## config.mk

```make
export PLATFORM = sky130hd
export DESIGN_NAME = cfg_header_regs
export DESIGN_NICKNAME = d
export VERILOG_FILES = /design/src/rtl/cfg_hdr_pkg.sv /design/src/rtl/cfg_hdr_bar.sv /design/src/rtl/cfg_hdr_ctrl.sv /design/src/rtl/cfg_hdr_datapath.sv /design/src/rtl/cfg_header_regs.sv
export SDC_FILE = /design/constraint.sdc
export NUM_CORES = 2
export LEC_CHECK = 0
export CAP_MARGIN = 40
export CORE_MARGIN = 2
export CORE_UTILIZATION = 30
export DETAILED_ROUTE_END_ITERATION = 10
export SYNTH_ARGS = -nofsm -noshare
export SYNTH_HDL_FRONTEND = slang
export SYNTH_SLANG_ARGS = --single-unit
```

## constraint.sdc

```tcl
create_clock -name clk -period 6 [get_ports clk]
set_input_delay 1.2 -clock clk [delete_from_list [all_inputs] [get_ports clk]]
set_output_delay 1.2 -clock clk [all_outputs]
set_load 0.03 [all_outputs]
```

## src/rtl/cfg_hdr_pkg.sv

```systemverilog
package cfg_hdr_pkg;

  localparam int ADDR_W   = 8;
  localparam int DATA_W   = 8;
  localparam int NUM_BARS = 6;
  localparam int CNT_W    = 20;
  localparam int BAR_W    = 32;

  localparam logic [ADDR_W-1:0] OFS_CMD      = 8'h04;
  localparam logic [ADDR_W-1:0] OFS_HDRTYPE  = 8'h0E;
  localparam logic [ADDR_W-1:0] OFS_SELFTEST = 8'h0F;
  localparam logic [ADDR_W-1:0] OFS_BAR_LO   = 8'h10;
  localparam logic [ADDR_W-1:0] OFS_BAR_HI   = 8'h27;
  localparam logic [ADDR_W-1:0] OFS_ROM_LO   = 8'h30;
  localparam logic [ADDR_W-1:0] OFS_ROM_HI   = 8'h33;
  localparam logic [ADDR_W-1:0] OFS_INTPIN   = 8'h3D;

  typedef enum logic [1:0] {
    BAR_NONE = 2'd0,
    BAR_IO   = 2'd1,
    BAR_MEM  = 2'd2
  } barKind_e;

  // strobes from control to datapath
  typedef struct packed {
    logic       storeWr;
    logic       barWr;
    logic [2:0] barIdx;
    logic [1:0] lane;
  } cfgStrobe_t;

  function automatic logic isIdentity(input logic [ADDR_W-1:0] a);
    return (a <= 8'h03) || ((a >= 8'h08) && (a <= 8'h0B)) || (a == OFS_INTPIN);
  endfunction

  function automatic logic [BAR_W-1:0] barMask(input barKind_e kind,
                                               input logic [CNT_W-1:0] count);
    logic [BAR_W-1:0] span;
    span = 32'(count);
    if (kind == BAR_IO)  return ~(span - 32'd1) | 32'h1;
    if (kind == BAR_MEM) return ~((span << 12) - 32'd1) | 32'hF;
    return '0;
  endfunction

  function automatic logic [BAR_W-1:0] barReset(input barKind_e kind);
    if (kind == BAR_IO)  return 32'h1;
    if (kind == BAR_MEM) return 32'h8;
    return '0;
  endfunction

endpackage

```

## src/rtl/cfg_hdr_bar.sv

```systemverilog
module cfg_hdr_bar
  import cfg_hdr_pkg::*;
#(
  parameter barKind_e         KIND  = BAR_NONE,
  parameter logic [CNT_W-1:0] COUNT = '0
) (
  input  logic              clk,
  input  logic              rstN,
  input  logic              wrEn,
  input  logic [1:0]        lane,
  input  logic [DATA_W-1:0] wrByte,
  output logic [BAR_W-1:0]  barQ
);

  localparam logic [BAR_W-1:0] MASK    = barMask(KIND, COUNT);
  localparam logic [BAR_W-1:0] RST_VAL = barReset(KIND);

  logic [BAR_W-1:0] merged;

  always_comb begin
    merged = barQ;
    merged[8*lane +: 8] = wrByte;
  end

  always_ff @(posedge clk) begin
    if (!rstN)     barQ <= RST_VAL;
    else if (wrEn) barQ <= merged & MASK;
  end

  // the written lane lands masked
  p_lane_masked_r3: assert property (@(posedge clk) disable iff (!rstN)
    wrEn |=> ((barQ >> {$past(lane), 3'b000}) & 32'hFF) ==
             ((32'($past(wrByte)) & (MASK >> {$past(lane), 3'b000})) & 32'hFF));

  // no write, no change
  p_idle_stable_r3: assert property (@(posedge clk) disable iff (!rstN)
    !wrEn |=> $stable(barQ));

  generate
    if (KIND == BAR_NONE) begin : g_absent
      // absent register stays zero
      p_absent_zero_r4: assert property (@(posedge clk) disable iff (!rstN)
        wrEn |=> barQ == '0);
    end
  endgenerate

endmodule

```

## src/rtl/cfg_hdr_ctrl.sv

```systemverilog
module cfg_hdr_ctrl
  import cfg_hdr_pkg::*;
(
  input  logic              clk,
  input  logic              rstN,
  input  logic [ADDR_W-1:0] addr,
  input  logic              wrEn,
  input  logic              romAck,
  output cfgStrobe_t        strobe,
  output logic              cmdUpdated,
  output logic              romUpdated
);

  logic             barHit;
  logic             cmdHit;
  logic             romHit;
  logic             lockedByte;
  logic [ADDR_W-1:0] barOfs;

  always_comb begin
    barHit     = (addr >= OFS_BAR_LO) && (addr <= OFS_BAR_HI);
    barOfs     = addr - OFS_BAR_LO;
    lockedByte = isIdentity(addr) || (addr == OFS_HDRTYPE) || (addr == OFS_SELFTEST);
    cmdHit     = wrEn && (addr == OFS_CMD);
    romHit     = wrEn && (addr >= OFS_ROM_LO) && (addr <= OFS_ROM_HI);

    strobe.barWr   = wrEn && barHit;
    strobe.barIdx  = barOfs[4:2];
    strobe.lane    = barOfs[1:0];
    strobe.storeWr = wrEn && !barHit && !lockedByte;
  end

  always_ff @(posedge clk) begin
    if (!rstN) begin
      cmdUpdated <= 1'b0;
      romUpdated <= 1'b0;
    end else begin
      cmdUpdated <= cmdHit;
      if (romHit)      romUpdated <= 1'b1;
      else if (romAck) romUpdated <= 1'b0;
    end
  end

  // flag holds until acknowledged
  p_rom_hold_r6: assert property (@(posedge clk) disable iff (!rstN)
    (romUpdated && !romAck) |=> romUpdated);

  // a ROM write always leaves the flag set
  p_rom_set_r6: assert property (@(posedge clk) disable iff (!rstN)
    (wrEn && addr[7:2] == 6'b001100) |=> romUpdated);

  // an ack without a ROM write clears it
  p_rom_clear_r6: assert property (@(posedge clk) disable iff (!rstN)
    (romAck && !(wrEn && addr[7:2] == 6'b001100)) |=> !romUpdated);

  // locked bytes never raise a storage strobe
  p_locked_quiet_r2: assert property (@(posedge clk) disable iff (!rstN)
    (addr == OFS_HDRTYPE || addr == OFS_SELFTEST) |-> !strobe.storeWr && !strobe.barWr);

endmodule

```

## src/rtl/cfg_hdr_datapath.sv

```systemverilog
module cfg_hdr_datapath
  import cfg_hdr_pkg::*;
#(
  parameter logic [15:0]               VENDOR_ID  = 16'hBEEF,
  parameter logic [15:0]               DEVICE_ID  = 16'h0C42,
  parameter logic [7:0]                REVISION   = 8'h03,
  parameter logic [7:0]                PROG_IF    = 8'h00,
  parameter logic [7:0]                SUB_CLASS  = 8'h00,
  parameter logic [7:0]                BASE_CLASS = 8'h06,
  parameter logic [7:0]                INT_PIN    = 8'h01,
  parameter logic [2*NUM_BARS-1:0]     BAR_KINDS  = 12'b00_01_00_10_01_10,
  parameter logic [CNT_W*NUM_BARS-1:0] BAR_COUNTS = {20'd0, 20'd256, 20'd0, 20'd1, 20'd32, 20'd4}
) (
  input  logic              clk,
  input  logic              rstN,
  input  logic [ADDR_W-1:0] addr,
  input  logic [DATA_W-1:0] wrData,
  input  cfgStrobe_t        strobe,
  output logic [DATA_W-1:0] rdData,
  output logic [DATA_W-1:0] cmdByte
);

  localparam int DEPTH = 1 << ADDR_W;

  logic [DATA_W-1:0] cfgMem [DEPTH];
  logic [BAR_W-1:0]  barVal [NUM_BARS];
  logic [DATA_W-1:0] rdNext;
  logic [ADDR_W-1:0] barOfs;

  genvar g;
  generate
    for (g = 0; g < NUM_BARS; g++) begin : g_bar
      cfg_hdr_bar #(
        .KIND  (barKind_e'(BAR_KINDS[2*g +: 2])),
        .COUNT (BAR_COUNTS[CNT_W*g +: CNT_W])
      ) i_bar (
        .clk    (clk),
        .rstN   (rstN),
        .wrEn   (strobe.barWr && (strobe.barIdx == 3'(g))),
        .lane   (strobe.lane),
        .wrByte (wrData),
        .barQ   (barVal[g])
      );
    end
  endgenerate

  always_ff @(posedge clk) begin
    if (!rstN) begin
      for (int i = 0; i < DEPTH; i++) cfgMem[i] <= '0;
    end else if (strobe.storeWr) begin
      cfgMem[addr] <= wrData;
    end
  end

  assign cmdByte = cfgMem[OFS_CMD];

  always_comb begin
    barOfs = addr - OFS_BAR_LO;
    case (addr)
      8'h00:        rdNext = VENDOR_ID[7:0];
      8'h01:        rdNext = VENDOR_ID[15:8];
      8'h02:        rdNext = DEVICE_ID[7:0];
      8'h03:        rdNext = DEVICE_ID[15:8];
      8'h08:        rdNext = REVISION;
      8'h09:        rdNext = PROG_IF;
      8'h0A:        rdNext = SUB_CLASS;
      8'h0B:        rdNext = BASE_CLASS;
      OFS_INTPIN:   rdNext = INT_PIN;
      OFS_HDRTYPE:  rdNext = '0;
      OFS_SELFTEST: rdNext = '0;
      default: begin
        if ((addr >= OFS_BAR_LO) && (addr <= OFS_BAR_HI))
          rdNext = barVal[barOfs[4:2]][8*barOfs[1:0] +: 8];
        else
          rdNext = cfgMem[addr];
      end
    endcase
  end

  always_ff @(posedge clk) begin
    if (!rstN) rdData <= '0;
    else       rdData <= rdNext;
  end

  // self-test byte reads zero
  p_selftest_zero_r7: assert property (@(posedge clk) disable iff (!rstN)
    (addr == OFS_SELFTEST) |=> rdData == 8'h00);

  // header type reads zero
  p_hdrtype_zero_r2: assert property (@(posedge clk) disable iff (!rstN)
    (addr == OFS_HDRTYPE) |=> rdData == 8'h00);

  // vendor low byte is fixed
  p_vendor_fixed_r1: assert property (@(posedge clk) disable iff (!rstN)
    (addr == 8'h00) |=> rdData == VENDOR_ID[7:0]);

  // plain bytes keep what was written
  p_plain_store_r8: assert property (@(posedge clk) disable iff (!rstN)
    strobe.storeWr |=> cfgMem[$past(addr)] == $past(wrData));

endmodule

```

## src/rtl/cfg_header_regs.sv

```systemverilog
module cfg_header_regs
  import cfg_hdr_pkg::*;
#(
  parameter logic [15:0]               VENDOR_ID  = 16'hBEEF,
  parameter logic [15:0]               DEVICE_ID  = 16'h0C42,
  parameter logic [7:0]                REVISION   = 8'h03,
  parameter logic [7:0]                PROG_IF    = 8'h00,
  parameter logic [7:0]                SUB_CLASS  = 8'h00,
  parameter logic [7:0]                BASE_CLASS = 8'h06,
  parameter logic [7:0]                INT_PIN    = 8'h01,
  parameter logic [2*NUM_BARS-1:0]     BAR_KINDS  = 12'b00_01_00_10_01_10,
  parameter logic [CNT_W*NUM_BARS-1:0] BAR_COUNTS = {20'd0, 20'd256, 20'd0, 20'd1, 20'd32, 20'd4}
) (
  input  logic              clk,
  input  logic              rstN,
  input  logic [ADDR_W-1:0] addr,
  input  logic [DATA_W-1:0] wrData,
  input  logic              wrEn,
  input  logic              romAck,
  output logic [DATA_W-1:0] rdData,
  output logic              ioEnable,
  output logic              memEnable,
  output logic              cmdUpdated,
  output logic              romUpdated
);

  cfgStrobe_t        strobe;
  logic [DATA_W-1:0] cmdByte;

  cfg_hdr_ctrl i_ctrl (
    .clk        (clk),
    .rstN       (rstN),
    .addr       (addr),
    .wrEn       (wrEn),
    .romAck     (romAck),
    .strobe     (strobe),
    .cmdUpdated (cmdUpdated),
    .romUpdated (romUpdated)
  );

  cfg_hdr_datapath #(
    .VENDOR_ID  (VENDOR_ID),
    .DEVICE_ID  (DEVICE_ID),
    .REVISION   (REVISION),
    .PROG_IF    (PROG_IF),
    .SUB_CLASS  (SUB_CLASS),
    .BASE_CLASS (BASE_CLASS),
    .INT_PIN    (INT_PIN),
    .BAR_KINDS  (BAR_KINDS),
    .BAR_COUNTS (BAR_COUNTS)
  ) i_datapath (
    .clk     (clk),
    .rstN    (rstN),
    .addr    (addr),
    .wrData  (wrData),
    .strobe  (strobe),
    .rdData  (rdData),
    .cmdByte (cmdByte)
  );

  assign ioEnable  = cmdByte[0];
  assign memEnable = cmdByte[1];

  // enables follow the command byte that raised the pulse
  p_cmd_enables_r5: assert property (@(posedge clk) disable iff (!rstN)
    cmdUpdated |-> (ioEnable == $past(wrData[0])) && (memEnable == $past(wrData[1])));

  // enables only move with a command write
  p_cmd_quiet_r5: assert property (@(posedge clk) disable iff (!rstN)
    !cmdUpdated |-> $stable(ioEnable) && $stable(memEnable));

endmodule

```

# Yosys cells after proc, flatten, opt, wreduce, memory -nomap -nowiden
# Memory sizes are Yosys's and may differ from the RTL's.
# Cells that the tools add are included.
dict set report op_classes {
  n_div 0
  addsub 2
  n_eq_ne 14
  multipliers 0
  n_shift 3
  n_reduce_logical 23
  n_bitwise 1
  order_cmp 8
  n_mux 18
}
# op n
set ops {}
lappend ops {{32-bit bitwise mux} 4}
lappend ops {{32-bit binary-select mux with 3-bit select} 1}
lappend ops {{32-bit two-way mux} 2}
lappend ops {{8-bit one-hot mux with 8 select lines} 1}
lappend ops {{8-bit by 4-bit == test with 1-bit output (second input constant)} 6}
lappend ops {{5-bit negation with 34-bit output} 1}
lappend ops {{8-bit by 34-bit variable shift with 32-bit output (first input constant)} 1}
lappend ops {{8-bit by 34-bit variable part select with 32-bit output} 1}
lappend ops {{32-bit by 6-bit variable part select with 8-bit output} 1}
lappend ops {{8-bit two-way mux} 3}
lappend ops {{8-bit by 2-bit == test with 1-bit output (second input constant)} 2}
lappend ops {{8-bit by 6-bit less-or-equal comparator with 1-bit output (second input constant)} 2}
lappend ops {{1-bit logical AND} 12}
lappend ops {{8-bit by 1-bit == test with 1-bit output (second input constant)} 1}
lappend ops {{8-bit by 3-bit == test with 1-bit output (second input constant)} 1}
lappend ops {{8-bit by 6-bit == test with 1-bit output (second input constant)} 1}
lappend ops {{8-bit by 4-bit greater-or-equal comparator with 1-bit output (second input constant)} 1}
lappend ops {{8-bit by 5-bit greater-or-equal comparator with 1-bit output (second input constant)} 1}
lappend ops {{8-bit by 6-bit greater-or-equal comparator with 1-bit output (second input constant)} 1}
lappend ops {{8-bit by 2-bit less-or-equal comparator with 1-bit output (second input constant)} 1}
lappend ops {{8-bit by 4-bit less-or-equal comparator with 1-bit output (second input constant)} 1}
lappend ops {{8-bit zero test} 1}
lappend ops {{8-bit OR reduction} 1}
lappend ops {{1-bit two-way mux} 7}
lappend ops {{11 further kinds} 15}
dict set report word_totals {
  n_memories 1
  latch_bits 0
  word_cells 77
  inputBits 20
  mem_bits_ro 0
  ff_bits 109
  mem_bits_rw 2048
}
# memory words word_bits rd rd_clocked_by_memory_dff write_ports line
set memory_table {}
lappend memory_table {i_datapath.cfgMem 256 8 2 0 256 cfg_hdr_datapath.sv:25} ;# logic [DATA_W-1:0] cfgMem [DEPTH];

# Logic depth before layout (Yosys ltp)
dict set report logic_depth {
  word_depth 13
  mapped_depth 17
}

# Modules after synthesis
# A second synthesis with hierarchy kept.
dict set report unflattened {
  hier_cells 7356
  area_unflattened_um2 101692.5
}
# module area_per_inst_um2 cells_each n_inst
set modules_own_cells {}
lappend modules_own_cells {cfg_hdr_datapath 96662.7 6854 1}
lappend modules_own_cells {{cfg_hdr_bar (i_datapath.g_bar[1].i_bar)} 1282.5 144 1}
lappend modules_own_cells {{cfg_hdr_bar (i_datapath.g_bar[2].i_bar)} 1042.2 88 1}
lappend modules_own_cells {{cfg_hdr_bar (i_datapath.g_bar[4].i_bar)} 1032.2 81 1}
lappend modules_own_cells {{cfg_hdr_bar (i_datapath.g_bar[0].i_bar)} 987.2 100 1}
lappend modules_own_cells {{cfg_hdr_bar (i_datapath.g_bar[3].i_bar ...)} 244.0 33 2}
lappend modules_own_cells {cfg_hdr_ctrl 197.7 23 1}

# Worst setup path after synthesis
# No wires, ideal clock.
dict set report synth_timing {
  path_kind {input to register}
  start {input port addr[1]}
  end {memory i_datapath.cfgMem[144][0] (enable)}
  cell_stages 16
  setup_ns 0.384
  setup_slack_ns 0.972
  t_arrival_ns 4.644
  path_buffers 9
  cell_sequence {buf_6 buf_6 buf_4 buf_4 buf_4 buf_4 clkinv_1 ha_1 nand2_1 a21oi_2 nor4_4 buf_4 buf_6 nand3_2 clkbuf_1 o21ai_0}
}
# element line
set synth_lines {}
lappend synth_lines {{start, declared} cfg_header_regs.sv:16} ;# input logic [ADDR_W-1:0] addr,
lappend synth_lines {{end, declared} cfg_hdr_datapath.sv:25}

==> reports/metrics.yaml <==
run_status:
  run_status: "completed"
power_and_ir_drop:
  clock_power_share: 0.415
  share_of_total_power_in_combinational_logic: 0.077
  fin_total_pwr_mw: 34.48
  cellLeakagePower_nw: 37.59
  internal_power_mw: 26.35
  switching_power_mw: 8.135
  irDropWorstVdd_mv: 0.2574
  power.density_mw_per_mm2: 307.4
  power_switching_share: 0.2359
  seq_power_share: 0.508
synth:
  synth_cell_types: 70
  synth_top_area_cell: "edfxtp_1"
  synth.yosys.warnings: 0
  yosys-top-cells-area: "edfxtp_1 (64%), mux4_2 (11%), and2_1 (7.9%)"
  syn_avg_cell_area_um2: 14.45
  synth_enable_flop_cells: 2048
  ys_seq_area_frac: 0.6581
  register_bit_total_from_synthesis: 2157
  synth_top_flop_cell: "edfxtp_1"
  synth_top_cell_area_share: 0.6356
  syn_inst: 6698
  syn_area_mm2: 0.09676
  postSynth.asyncResetShare: 0
cts:
  cts_sinks: 2157
  cts_tree: "done"
  post_cts_hold_buffer_count: 0
  cts_inserted_buffers: 223
  cts-htree-levels: 4
  cts_post_setup_buffers_inserted: 0
  clk_path_buf_depth: 3
  cts.repair.resized: 0
  clock-root-buffer: "clkbuf_16"
  clock_insertion_delay_worst_skew_ns: 0.90
  cts.reportedPaths.clkPinSlew_ns: 0.06
sta:
  finalSetupViolCount: 0
  maxSlewHeadroom: 0.3192
  timing.final.ws_setup_ns: 1.244
  unrepaired_setup_endpoints_after_global_routing: "false"
  clock.fmax_mhz: 210.3
  final_period_minus_worst_setup_slack_ns: 4.756
  number_of_max_slew_violations_in_the_final_report: 0
  worst-slew-pin-transition_ns: 1.021
  hold_viol: 0
  layout_worst_path_cycle_share: 0.7926
  clock_skew_ns: 0.06305
grt:
  track_usage: 0.1784
  antenna_found_initial: 17
  first_global_vias: 59825
  grt_first_pass_wirelength_mm: 426.9
  grt_max_degree: 111
  residual_overflow_from_global_routing: 0
layout:
  nFillCells: 30439
  num-nets-final: 7130
  most_common_cell_after_layout_fill_and_taps_aside: "edfxtp_1"
  flow.area_growth_from_synthesis_pct: 15.91
  drive_gt1_frac: 0.1877
  mostFrequentLayoutCells: "edfxtp_1 (2,048), and2_1 (1,225), nor2_1 (743)"
worst_setup_path:
  critPathLaunchType: "input port"
  timing.critical_path.fanout_max: 35
  nature_of_the_critical_path_endpoint: "flip-flop"
  required_time_reported_for_the_critical_path_endpoint_ns: 6.58
  crit_type: "in2reg"
  data_arrival_time_of_the_critical_path_ns: 5.34
routing:
  route.vias.total: 59871
  detail_route.vias_per_cell: 5.155
  detail_route.drc_violations: 0
  drt_pre_antenna_iters: 9
  antenna_left: 0
  dr.first_iter.drc_count: 8142
  detail_route.wirelength_mm: 295.8
  detail_route.wl_per_cell_um: 25.47
floorplanning:
  fp.coreArea_mm2: 0.3209
  floorplan.rows: 208
  boundaryPins: 32
  die-width_um: 571.9
  initial_utilization: 0.3015
  die_area_mm2: 0.3271
  die_height_um: 571.9
placed_design:
  gp_congestion: 0.8857
  place.port_buffers: 31
  minimum_setup_slack_after_placement_ns: 0.4672
  place.detailed.hpwl_mm: 193.4
job:
  max_cap_viol_count: 0
worst_hold_path:
  holdCritPathClass: "reg2reg"
power by group through the flow:
stage	sequential [mW]	clock (mW)	combinational [mW]
floorplan	17.7	0	1.53
finish	17.5	14.3	2.67
CTS	17.5	14.5	2.64
detailed placement	17.8	0	2.63
global route	17.6	15.0	2.77
global placement	17.8	0	2.59
layout make-up:
type | count | area [um^2] | share of cell area
Clock buffer | 257 | 5813 | 0.05183
Inverter | 39 | 152.6 | 0.001361
Sequential cell | 2157 | 63680 | 0.5678
Tap cell | 4305 | 5386 | 0.04803
Multi-Input combinational cell | 4233 | 31650 | 0.2822
Antenna cell | 10 | 25.02 | 0.0002231
Timing Repair Buffer | 449 | 3749 | 0.03342
Clock inverter | 164 | 1702 | 0.01517
metrics by stage:
stage          setup TNS (ns)  hold slack, ns  instances    util  area (um^2)
2_1_floorplan               0          0.4319       6977       -        97810
3_3_place_gp          -0.4571          0.4417      11160  0.3254       104400
3_5_place_dp                0          0.4463      11182  0.3260       104600
4_1_cts                     0          0.4549      11603  0.3494       112100
5_1_grt                     0          0.4795      11605  0.3494       112100
6_report                    0          0.4538      11614  0.3495       112200
per-layer routing:
metal,wire length (um),track usage
met5,50,0
met4,10960,0.06278
met3,29070,0.03525
met2,138700,0.2881
met1,117000,0.2387
path summary, 6_finish.rpt:
path / start / cells past startpoint / endpoint / slack (ns)
worst min-delay path: i_datapath.g_bar[1].i_bar.barQ[17]$_SDFFE_PN0P_ / 2 / i_datapath.g_bar[1].i_bar.barQ[17]$_SDFFE_PN0P_ / 0.45
worst min register to register: i_datapath.g_bar[1].i_bar.barQ[17]$_SDFFE_PN0P_ / 2 / i_datapath.g_bar[1].i_bar.barQ[17]$_SDFFE_PN0P_ / 0.45
worst max-delay path: addr[7] / 11 / i_datapath.cfgMem[111][5]$_SDFFCE_PN0P_ / 1.24
worst max register to register: i_datapath.cfgMem[255][4]$_SDFFCE_PN0P_ / 7 / i_datapath.rdData[4]$_SDFF_PN0_ / 3.05
cell usage after synthesis, types with 6 or more instances:
cell type / number
o22a_1: 13
a221oi_1: 27
o2bb2ai_1: 6
nor4_1: 10
o21ai_0: 276
dfxtp_1: 109
inv_1: 37
o22ai_1: 109
clkbuf_1: 370
buf_6: 8
a31oi_1: 11
edfxtp_1: 2048
mux4_2: 474
nor2b_1: 9
nor2_2: 59
a22oi_1: 37
and3_1: 46
a211oi_1: 11
and2_1: 1225
buf_4: 63
mux2i_1: 168
nand2b_1: 22
o211ai_1: 10
nand2_1: 280
buf_1: 22
mux2_2: 22
ha_1: 7
nor2_1: 745
or3_1: 12
o221ai_1: 24
nand4_1: 11
nor3_1: 51
nand3_1: 87
a21oi_1: 118
a22o_1: 10
buf_2: 84
worst max-delay path: stages:
cell,delay [ns]
clkdlybuf4s50_1,0.76
nor2_1,0.12
buf_4,0.19
nand2_1,0.06
buf_4,0.23
nor2_1,0.13
nor4_4,0.48
buf_4,0.52
nand3_4,0.68
o21ai_0,0.64
buf_4,0.24
cell families (layout without fill, tap and decap cells):
kind of cell             count (synthesis)  after routing  synth area share
multiplexers                           664            664            0.1303
other                                    1            290        0.00003875
AO/OA/AOI/OAI                          696            696           0.04396
flip-flops                            2157           2157            0.6581
buffers and inverters                  587            909           0.02693
adder cells (fa/ha/maj)                  7              7         0.0009051
AND/OR/NAND/NOR                       2586           2586            0.1398
flip-flops by register name (all words and copies together) (netlist names):
name and cells:
i_datapath.rdData 8, i_datapath.g_bar.i_bar.barQ 99, i_ctrl.romUpdated 1, i_datapath.cfgMem 2048
i_ctrl.cmdUpdated 1
Note: power is estimated with default switching activity, not from simulation.
